File: src/rtl/mdio_pkg.sv
package mdio_pkg;
  localparam int FRAME_BITS  = 64;
  localparam int HDR_BITS    = 46;
  localparam int RD_DATA_IDX = 48;
  localparam int DATA_BITS   = 16;
  localparam int PHY_BITS    = 5;

  typedef enum logic [2:0] {
    OFS_CFG   = 3'd0,
    OFS_CMD   = 3'd1,
    OFS_ADDR  = 3'd2,
    OFS_TXD   = 3'd3,
    OFS_RXD   = 3'd4,
    OFS_FLAGS = 3'd5
  } reg_ofs_e;

  typedef enum logic {
    SEQ_IDLE = 1'b0,
    SEQ_RUN  = 1'b1
  } seq_st_e;

  typedef struct packed {
    logic                 rd;
    logic [PHY_BITS-1:0]  phy;
    logic [PHY_BITS-1:0]  regn;
    logic [DATA_BITS-1:0] wdata;
  } mgmt_req_t;
endpackage

File: src/rtl/mdio_clkdiv.sv
module mdio_clkdiv #(
  parameter int DIVW = 8
) (
  input  logic            clk,
  input  logic            clr,
  input  logic            run,
  input  logic [DIVW-1:0] half,
  output logic            tick
);
  logic [DIVW-1:0] cnt;
  logic [DIVW-1:0] lim;

  always_comb begin
    if (half == '0) lim = '0;
    else            lim = half - 1'b1;
  end

  assign tick = run && (cnt >= lim);

  always_ff @(posedge clk) begin
    if (clr || !run)      cnt <= '0;
    else if (cnt >= lim)  cnt <= '0;
    else                  cnt <= cnt + 1'b1;
  end
endmodule

File: src/rtl/mdio_frame_seq.sv
module mdio_frame_seq
  import mdio_pkg::*;
(
  input  logic                 clk,
  input  logic                 clr,
  input  logic                 start,
  input  mgmt_req_t            req,
  input  logic                 tick,
  input  logic                 mdio_i,
  output logic                 busy,
  output logic                 nvld,
  output logic                 mdc,
  output logic                 mdo,
  output logic                 oe,
  output logic [DATA_BITS-1:0] rxd
);
  localparam int IDXW = $clog2(FRAME_BITS);

  seq_st_e               st;
  logic [FRAME_BITS-1:0] sh;
  logic [IDXW-1:0]       bitn;
  logic                  phase;
  logic                  is_rd;
  logic                  oe_q;
  logic                  nvld_q;
  logic                  mdc_q;
  logic [DATA_BITS-1:0]  cap;
  logic [DATA_BITS-1:0]  rxd_q;
  logic [FRAME_BITS-1:0] frame;

  always_comb begin
    frame = {{32{1'b1}}, 2'b01,
             (req.rd ? 2'b10 : 2'b01),
             req.phy, req.regn,
             (req.rd ? 2'b11 : 2'b10),
             (req.rd ? {DATA_BITS{1'b1}} : req.wdata)};
  end

  assign busy = (st == SEQ_RUN);
  assign nvld = nvld_q;
  assign mdc  = mdc_q;
  assign mdo  = sh[FRAME_BITS-1];
  assign oe   = oe_q;
  assign rxd  = rxd_q;

  always_ff @(posedge clk) begin
    if (clr) begin
      st     <= SEQ_IDLE;
      sh     <= '1;
      bitn   <= '0;
      phase  <= 1'b0;
      is_rd  <= 1'b0;
      oe_q   <= 1'b0;
      nvld_q <= 1'b0;
      mdc_q  <= 1'b0;
      cap    <= '0;
    end else if (st == SEQ_IDLE) begin
      if (start) begin
        st     <= SEQ_RUN;
        sh     <= frame;
        bitn   <= '0;
        phase  <= 1'b0;
        is_rd  <= req.rd;
        oe_q   <= 1'b1;
        nvld_q <= req.rd;
        mdc_q  <= 1'b0;
      end
    end else if (tick) begin
      if (!phase) begin
        mdc_q <= 1'b1;
        phase <= 1'b1;
        if (is_rd && (bitn >= IDXW'(RD_DATA_IDX)))
          cap <= {cap[DATA_BITS-2:0], mdio_i};
      end else begin
        mdc_q <= 1'b0;
        phase <= 1'b0;
        if (bitn == IDXW'(FRAME_BITS-1)) begin
          st     <= SEQ_IDLE;
          oe_q   <= 1'b0;
          nvld_q <= 1'b0;
          sh     <= '1;
        end else begin
          bitn <= bitn + 1'b1;
          sh   <= {sh[FRAME_BITS-2:0], 1'b1};
          oe_q <= !(is_rd && (bitn >= IDXW'(HDR_BITS-1)));
        end
      end
    end
  end

  always_ff @(posedge clk) begin
    if (clr) begin
      rxd_q <= '0;
    end else if (st == SEQ_RUN && tick && phase && is_rd &&
                 bitn == IDXW'(FRAME_BITS-1)) begin
      rxd_q <= cap;
    end
  end
endmodule

File: src/rtl/mdio_regfile.sv
module mdio_regfile
  import mdio_pkg::*;
#(
  parameter int DIVW     = 8,
  parameter int DEF_HALF = 20
) (
  input  logic                 clk,
  input  logic                 rst,
  input  logic                 bus_valid,
  input  logic                 bus_we,
  input  logic [2:0]           bus_addr,
  input  logic [31:0]          bus_wdata,
  output logic [31:0]          bus_rdata,
  input  logic                 busy,
  input  logic                 nvld,
  input  logic [DATA_BITS-1:0] rxd,
  output logic [DIVW-1:0]      half,
  output logic                 soft_rst,
  output logic                 start,
  output mgmt_req_t            req
);
  logic [DIVW-1:0]      half_q;
  logic                 srst_q;
  logic                 cmd_q;
  logic [PHY_BITS-1:0]  phy_q;
  logic [PHY_BITS-1:0]  regn_q;
  logic [DATA_BITS-1:0] txd_q;
  logic                 wr_cfg, wr_cmd, wr_addr, wr_txd, rd_en;
  logic                 rd_edge;
  logic                 unused_hi;

  assign unused_hi = ^bus_wdata[30:DATA_BITS];

  assign wr_cfg  = bus_valid && bus_we && (bus_addr == OFS_CFG);
  assign wr_cmd  = bus_valid && bus_we && (bus_addr == OFS_CMD);
  assign wr_addr = bus_valid && bus_we && (bus_addr == OFS_ADDR);
  assign wr_txd  = bus_valid && bus_we && (bus_addr == OFS_TXD);
  assign rd_en   = bus_valid && !bus_we;
  assign rd_edge = wr_cmd && bus_wdata[0] && !cmd_q;

  assign start     = !busy && !srst_q && (wr_txd || rd_edge);
  assign req.rd    = !wr_txd;
  assign req.phy   = phy_q;
  assign req.regn  = regn_q;
  assign req.wdata = bus_wdata[DATA_BITS-1:0];
  assign half      = half_q;
  assign soft_rst  = srst_q;

  always_ff @(posedge clk) begin
    if (rst) begin
      half_q <= DIVW'(DEF_HALF);
      srst_q <= 1'b0;
      cmd_q  <= 1'b0;
      phy_q  <= '0;
      regn_q <= '0;
      txd_q  <= '0;
    end else begin
      if (wr_cfg) begin
        srst_q <= bus_wdata[31];
        half_q <= bus_wdata[DIVW-1:0];
      end
      if (wr_cmd)  cmd_q <= bus_wdata[0];
      if (wr_addr) begin
        phy_q  <= bus_wdata[8 +: PHY_BITS];
        regn_q <= bus_wdata[0 +: PHY_BITS];
      end
      if (wr_txd)  txd_q <= bus_wdata[DATA_BITS-1:0];
    end
  end

  always_ff @(posedge clk) begin
    if (rst) begin
      bus_rdata <= '0;
    end else if (rd_en) begin
      case (bus_addr)
        OFS_CFG:   bus_rdata <= {srst_q, {(31-DIVW){1'b0}}, half_q};
        OFS_CMD:   bus_rdata <= {31'd0, cmd_q};
        OFS_ADDR:  bus_rdata <= {19'd0, phy_q, 3'd0, regn_q};
        OFS_TXD:   bus_rdata <= {16'd0, txd_q};
        OFS_RXD:   bus_rdata <= {16'd0, rxd};
        OFS_FLAGS: bus_rdata <= {30'd0, nvld, busy};
        default:   bus_rdata <= '0;
      endcase
    end
  end
endmodule

File: src/rtl/mdio_master.sv
module mdio_master
  import mdio_pkg::*;
#(
  parameter int DIVW     = 8,
  parameter int DEF_HALF = 20
) (
  input  logic        clk,
  input  logic        rst,
  input  logic        bus_valid,
  input  logic        bus_we,
  input  logic [2:0]  bus_addr,
  input  logic [31:0] bus_wdata,
  output logic [31:0] bus_rdata,
  output logic        mdc,
  output logic        mdio_o,
  output logic        mdio_oe,
  input  logic        mdio_i
);
  logic                 busy_w;
  logic                 nvld_w;
  logic                 srst_w;
  logic                 start_w;
  logic                 tick_w;
  logic                 clr_w;
  logic [DIVW-1:0]      half_w;
  logic [DATA_BITS-1:0] rxd_w;
  mgmt_req_t            req_w;

  assign clr_w = rst || srst_w;

  mdio_regfile #(.DIVW(DIVW), .DEF_HALF(DEF_HALF)) u_regs (
    .clk       (clk),
    .rst       (rst),
    .bus_valid (bus_valid),
    .bus_we    (bus_we),
    .bus_addr  (bus_addr),
    .bus_wdata (bus_wdata),
    .bus_rdata (bus_rdata),
    .busy      (busy_w),
    .nvld      (nvld_w),
    .rxd       (rxd_w),
    .half      (half_w),
    .soft_rst  (srst_w),
    .start     (start_w),
    .req       (req_w)
  );

  mdio_clkdiv #(.DIVW(DIVW)) u_div (
    .clk  (clk),
    .clr  (clr_w),
    .run  (busy_w),
    .half (half_w),
    .tick (tick_w)
  );

  mdio_frame_seq u_seq (
    .clk    (clk),
    .clr    (clr_w),
    .start  (start_w),
    .req    (req_w),
    .tick   (tick_w),
    .mdio_i (mdio_i),
    .busy   (busy_w),
    .nvld   (nvld_w),
    .mdc    (mdc),
    .mdo    (mdio_o),
    .oe     (mdio_oe),
    .rxd    (rxd_w)
  );
endmodule

File: config.mk
export PLATFORM = sky130hd
export DESIGN_NAME = mdio_master
export DESIGN_NICKNAME = d
export VERILOG_FILES = /design/src/rtl/mdio_pkg.sv /design/src/rtl/mdio_clkdiv.sv /design/src/rtl/mdio_frame_seq.sv /design/src/rtl/mdio_regfile.sv /design/src/rtl/mdio_master.sv
export SDC_FILE = /design/constraint.sdc
export NUM_CORES = 1
export LEC_CHECK = 0
export ABC_AREA = 0
export CAP_MARGIN = 0
export CORE_MARGIN = 2
export CORE_UTILIZATION = 62
export DETAILED_ROUTE_END_ITERATION = 16
export PLACE_DENSITY = 0.85
export SLEW_MARGIN = 15
export SYNTH_ARGS = -nofsm -noshare
export SYNTH_HDL_FRONTEND = slang
export SYNTH_SLANG_ARGS = --single-unit
export TNS_END_PERCENT = 10
File: constraint.sdc
create_clock -name clk -period 6.2 [get_ports clk]
set_clock_uncertainty 0.15 [all_clocks]
set_input_delay 0.93 -clock clk [delete_from_list [all_inputs] [get_ports clk]]
set_output_delay 0.93 -clock clk [all_outputs]
set_load 0.005 [all_outputs]
## Word level (Yosys, flattened, before mapping)

Cells that the tools add are included.

| cells by class | value |
|---|---|
| eq/ne operators | 10 |
| add/subtract/negate cells | 3 |
| reduce and logical (&&, ||, !) cells | 36 |
| order comparisons | 3 |
| bitwise gates (word level) | 2 |
| mux-type cells | 34 |

Operators with widths:

| kind | count |
|---|---|
| two-way mux 64 bit | 5 |
| one-hot mux 32 bit (6 select lines) | 1 |
| two-way mux 6 bit | 5 |
| two-way mux 1 bit | 20 |
| logical AND 1 bit | 17 |
| two-way mux 16 bit | 1 |
| greater-or-equal comparator 6 bit (second input constant) | 2 |
| AND reduction 4 bit | 3 |
| adder 8 x 1 -> 8 bit (second input constant) | 1 |
| greater-or-equal comparator 8 bit | 1 |
| logical NOT 8 bit | 1 |
| two-way mux 8 bit | 1 |
| subtractor 8 x 1 -> 8 bit (second input constant) | 1 |
| adder 6 x 1 -> 6 bit (second input constant) | 1 |
| == test 3 x 2 -> 1 bit (second input constant) | 2 |
| == test 3 bit (second input constant) | 2 |
| == test 6 bit (second input constant) | 1 |
| logical NOT 1 bit | 6 |
| != test 2 bit (second input constant) | 3 |
| AND reduction 2 bit | 2 |
| == test 3 x 1 -> 1 bit (second input constant) | 1 |
| logical NOT 3 bit | 1 |
| logical OR 1 bit | 3 |
| AND reduction 3 bit | 1 |
| other kinds (5) | 6 |

| storage, ports and cells | value |
|---|---|
| logic and storage cells | 105 |
| output and inout port bits | 35 |
| register bits | 183 |
| input port bits | 40 |

## Logic depth before layout (Yosys ltp)

| logic depth | value |
|---|---|
| depth after elaboration | 8 |
| gate-level depth with buffers | 13 |

## Cells and area by module

Synthesis repeated with hierarchy kept, for this count alone.

| unflattened totals | value |
|---|---|
| cell total of the unflattened synthesis | 843 |
| area total of the unflattened synthesis | 7339.5 um^2 |

Modules (own cells, without submodules):

| module | cells each | times used | area each (um^2) |
|---|---|---|---|
| mdio_frame_seq | 479 | 1 | 4095.2 |
| mdio_regfile | 287 | 1 | 2546.2 |
| mdio_clkdiv | 76 | 1 | 691.9 |
| mdio_master | 1 | 1 | 6.3 |

## Worst setup path before layout

No wires, ideal clock.

| path | value |
|---|---|
| kind | reg-to-reg |
| start point | reg u_regs.half_q[2] (netlist: u_regs.half[2]) |
| end point | reg u_seq.oe_q (netlist: u_seq.oe) |
| arrival | 2846 ps |
| required time | 5971 ps |
| path buffers | 3 |
| slack | 3125 ps |
| cell stages (with the launch flop) | 14 |
| library setup time | 79 ps |
| path through | dfxtp_1 > nor4_1 > nor2b_1 > nand3b_1 > and2_1 > ha_1 > a31oi_1 > nor2b_1 > clkbuf_1 > o2111a_1 > or3_1 > buf_6 > buf_6 > a211oi_2 |

| on the way | value |
|---|---|
| cells in the longest elaborated chain, start to end | 6 |
| elaborated cells between the ends (all ways) | 7 |
| those cells by class | add/sub: 1; order compare: 1; eq/ne: 1; mux: 1; reduce/logical: 3 |

Ends and longest elaborated chain:

| what | line | text |
|---|---|---|
| from (decl) | mdio_regfile.sv:22 | `logic [DIVW-1:0] half_q;` |
| from (signal assigned) | mdio_regfile.sv:51 | `half_q <= DIVW'(DEF_HALF);` |
| from (signal assigned) | mdio_regfile.sv:60 | `half_q <= bus_wdata[DIVW-1:0];` |
| subtractor 8 x 1 -> 8 bit / logical NOT 8 bit (equally long branches) | mdio_clkdiv.sv:15, mdio_clkdiv.sv:14 |  |
| two-way mux 8 bit (*) | mdio_clkdiv.sv:14 | `if (half == '0) lim = '0;` |
| greater-or-equal comparator 8 bit (*) | mdio_clkdiv.sv:18 | `assign tick = run && (cnt >= lim);` |
| logical AND 1 bit (*) | mdio_clkdiv.sv:18 |  |
| != test 2 x 1 -> 1 bit (no line) (*) | -- |  |
| AND reduction 3 bit (no line) (*) | -- |  |
| to (signal assigned) | mdio_frame_seq.sv:85 | `oe_q <= !(is_rd && (bitn >= IDXW'(HDR_BITS-1)));` |
| to (decl) | mdio_frame_seq.sv:24 | `logic oe_q;` |

Mark *: on every way between the ends. The rest lies on a longest branch, timed or not.
A chain may end at the register's enable or synchronous reset.

## Worst setup path in the final report

| path | value |
|---|---|
| start point | reg u_regs.half_q[2] (netlist: u_regs.half[2]) |
| end point | reg u_seq.sh[50] |

| on the way | value |
|---|---|
| cells in the longest elaborated chain, start to end | 6 |
| elaborated cells between the ends (all ways) | 7 |
| those cells by class | add/sub: 1; order compare: 1; eq/ne: 1; mux: 1; reduce/logical: 3 |

Ends and longest elaborated chain:

| what | line | text |
|---|---|---|
| subtractor 8 x 1 -> 8 bit / logical NOT 8 bit (equally long branches) | mdio_clkdiv.sv:15, mdio_clkdiv.sv:14 |  |
| two-way mux 8 bit (*) | mdio_clkdiv.sv:14 |  |
| greater-or-equal comparator 8 bit (*) | mdio_clkdiv.sv:18 |  |
| logical AND 1 bit (*) | mdio_clkdiv.sv:18 |  |
| != test 2 x 1 -> 1 bit (no line) (*) | -- |  |
| AND reduction 3 bit (no line) (*) | -- |  |
| to (signal assigned) | mdio_frame_seq.sv:60 | `sh <= frame;` |
| to (signal assigned) | mdio_frame_seq.sv:84 | `sh <= {sh[FRAME_BITS-2:0], 1'b1};` |
| to (decl) | mdio_frame_seq.sv:20 | `logic [FRAME_BITS-1:0] sh;` |

Marked as above.

==> flow_metrics.env <==
export IMPL_status="finished clean"
export IMPL_register_area_sq_um=3360
export IMPL_yosys_top_cells_count="dfxtp_1 (168), nor2_1 (139), mux2i_1 (89), a21oi_1 (62), clkbuf_1 (60)"
export IMPL_startpoint="u_regs.half[2]"
export IMPL_fmax_mhz=249
export IMPL_die_h_um=117
export IMPL_layout_setup_ws_ns=2.18
export IMPL_fp_dieArea_sq_um=13600
export IMPL_dieWidth_um=117
export IMPL_dr_pass1_iters=5
export IMPL_slew_headroom=0.268
export IMPL_crit_family="simple AND/OR/NAND/NOR gates"
export IMPL_multi_input_area_sq_um=4100
export IMPL_num_nets_final=961
export IMPL_io_buffers=44
export IMPL_arrival_ns=4.22
export IMPL_p_comb_frac=0.052
export IMPL_end_kind="flop"
export IMPL_setup_tns_ns=0
export IMPL_finalCritPeriodShare=0.649
export IMPL_tightest_slew_ns=1.09
export IMPL_avgRoutedWirePerCell_um=16.6
export IMPL_intPower_uw=1880
export IMPL_drt_iter0_markers=634
export IMPL_synth_top_area_frac=0.426
export IMPL_critPathMaxFanout=33
export IMPL_root_buffer="clkbuf_16"
export IMPL_required_ns=6.39
export IMPL_path_cells="nor4_1 -> nor2b_1 -> nand3b_1 -> and2_1 -> ha_1 -> nand2b_1 -> a21oi_1 -> o2111a_1 -> or3_2 -> mux2i_1"
export IMPL_r2r_end="u_seq.sh[50]"
export IMPL_grt_pass1_wl_um=29200
export IMPL_hpwlAfterDp_um=11500
export IMPL_p_per_area_nw_per_um2=271
export IMPL_placed_cell_area_sq_um=8200
export IMPL_synth_cells=917
export IMPL_n_antenna_cell=0
export IMPL_finalCriticalPeriod_ns=4.02
export IMPL_rrSetupSlack_ns=2.18
export IMPL_place_ws_ns=2.14
export IMPL_ctsResizeCount=0
export IMPL_yosys_area_top_type="dfxtp_1"
export IMPL_dp_cells=1061
export IMPL_maxCapViolCount=0
export IMPL_drt_vias_per_instance=6.08
export IMPL_yosysWarnings=0
export IMPL_ctsHoldBuffers=0
export IMPL_final_core_util=0.707
export IMPL_drt_wl_total_um=18200
export IMPL_ant_nets=0
export IMPL_num_vias=6648
export IMPL_synth_area_leaders="dfxtp_1 (43%), mux2i_1 (11%), nor2_1 (6.6%)"
export IMPL_antenna_found_initial=0
export IMPL_grt_pass1_vias=6032
export IMPL_crit_end="u_seq.sh[50]"
export IMPL_mappedNetlistArea_sq_um=7890
export IMPL_hold_path_class="flop to flop"
export IMPL_switchingPower_uw=519
export IMPL_initial_core_util=0.630
export IMPL_slew_violations=0
export IMPL_start_kind="flop"
export IMPL_async_flop_share=0
export IMPL_syn_to_final_growth_pct=12.1
export IMPL_ys_seq_elements=168
export IMPL_power_frac_seq=0.458
export IMPL_rows=41
export IMPL_p_clk_frac=0.490
export IMPL_track_usage=0.272
export IMPL_setup_violations_final=0
export IMPL_cts_sinks=168
export IMPL_htreeDepth=4
export IMPL_clockBufferDepth=2
export IMPL_p_sw_frac=0.217
export IMPL_overflow=0
export IMPL_drc_errors=0
export IMPL_grt_max_degree=111
export IMPL_path_buf_inv=0
export IMPL_rr_startpoint="u_regs.half[2]"
export IMPL_ios=75
export IMPL_r2r_cells=10
export IMPL_fill_cells=938
export IMPL_stdcell_count=1093
export IMPL_leakagePower_uw=0.00322
export IMPL_postLayoutCellArea_sq_um=8850
export IMPL_cts_tree="built"
export IMPL_post_cts_buffers=0
export IMPL_synth_ff_type="dfxtp_1"
export IMPL_clock_latency_ns=0.43
export IMPL_synth_most_common_cell="dfxtp_1"
export IMPL_gp_congestion=0.839
export IMPL_synth_enable_flop_cells=0
export IMPL_slowest_stage="or3_2"
export IMPL_core_area_sq_um=12500
export IMPL_drive_above_1_share=0.0565
export IMPL_rsz0062_at_grt="false"
export IMPL_seq_area_frac_synth=0.426
export IMPL_synth_distinct_cells=56
export IMPL_path_depth=10
export IMPL_syn_area_per_cell_sq_um=8.61
export IMPL_cts_buffers=17
export IMPL_max_stage_delay_ns=0.81
export IMPL_crit_type="flop to flop"
export IMPL_vdd_drop_max_mv=0.154
export IMPL_timing_hold_violations_final=0
export IMPL_path_clk_slew_ns=0.06
-- power by group through the flow --
stage                     Sequential [uW]  Combinational (uW)  Clock (uW)
after floorplan                      1120                89.7           0
after global placement               1120                 120           0
after detailed placement             1120                 121           0
after CTS                            1100                 123        1180
after global routing                 1100                 135        1230
final                                1100                 124        1170
-- state kept, by name, summed over array words and instances, names as in the netlist --
name              flops
u_seq.sh             64
u_regs.bus_rdata     17
u_regs.txd_q         16
u_seq.cap            16
u_seq.rxd            16
u_div.cnt             8
u_regs.half           8
u_seq.bitn            6
u_regs.phy_q          5
u_regs.regn_q         5
u_regs.cmd_q          1
u_regs.soft_rst       1
u_seq.busy            1
u_seq.is_rd           1
u_seq.nvld            1
u_seq.oe              1
u_seq.phase           1
-- routing by layer --
layer | part of all wire | wire length (um) | track usage
met1 | 0.43 | 7820 | 0.340
met2 | 0.47 | 8570 | 0.441
met3 | 0.060 | 1090 | 0.0644
met4 | 0.040 | 721 | 0.139
met5 | 0 | 0 | 0
-- through the flow --
| step | hold slack (ns) | power [uW] |
|---|---|---|
| 4_1_cts | 0.305 | 2400 |
| 3_3_place_gp | 0.289 | 1240 |
| 6_report | 0.306 | 2400 |
| 5_1_grt | 0.329 | 2460 |
| 2_1_floorplan | 0.283 | 1210 |
| 3_5_place_dp | 0.296 | 1240 |
-- cell type report --
type	instances	area share
clock buffer	22	0.0525
clock inverter	10	0.0213
inverter	9	0.00382
multi-input combinational	662	0.464
sequential	168	0.380
tap	172	0.0243
timing repair buffer	50	0.0543
-- tightest hold or removal path: stages (launching register included) --
cell and delay (ns):
dfxtp_1 0.30, nand2_1 0.05, a21oi_1 0.05
-- worst min-delay path by stage --
stage	start	to	cells past startpoint
CTS	u_regs.txd_q[0]	u_regs.txd_q[0]	2
finish	u_regs.txd_q[3]	u_regs.txd_q[3]	2
global placement	u_regs.txd_q[3]	u_regs.txd_q[3]	2
floorplan	u_regs.txd_q[0]	u_regs.txd_q[0]	2
detailed placement	u_regs.txd_q[0]	u_regs.txd_q[0]	2
global route	u_regs.txd_q[0]	u_regs.txd_q[0]	2
-- layout by cell type (no fill, tap or decap), types with 3 or more instances in the layout --
cell             instances
a211o_1                  3
a211oi_1                13
a21oi_1                 62
a221oi_1                 3
a22o_1                   3
a22oi_1                 15
a31oi_1                  4
a32oi_1                  3
and2_1                   5
and3_1                  10
and4_1                   4
buf_4                    6
bufinv_16                5
clkbuf_1                 3
clkbuf_16               17
clkdlybuf4s50_1         43
conb_1                  15
dfxtp_1                168
ha_1                    13
inv_1                    8
mux2_2                   8
mux2i_1                 89
nand2_1                 49
nand2b_1                 5
nand3_1                 40
nand4_1                  3
nor2_1                 139
nor2b_1                  8
nor3_1                  46
o2111ai_1                5
o211ai_1                 3
o21a_1                  17
o21ai_0                 38
o22a_1                  15
o2bb2ai_1                5
xnor2_1                  4
xor2_1                   6
-- logic make-up after synthesis --
kind of cell / Yosys count / synth area share
AOI/OAI and AO/OA: 201 / 0.166
xor gates and xnor gates: 10 / 0.0111
adders and majority gates: 13 / 0.0206
buffers and inverters: 101 / 0.0617
DFF: 168 / 0.426
muxes: 97 / 0.124
other: 1 / 0.000475
and+or+nand+nor: 326 / 0.189
(Power assumes the default switching activity.)
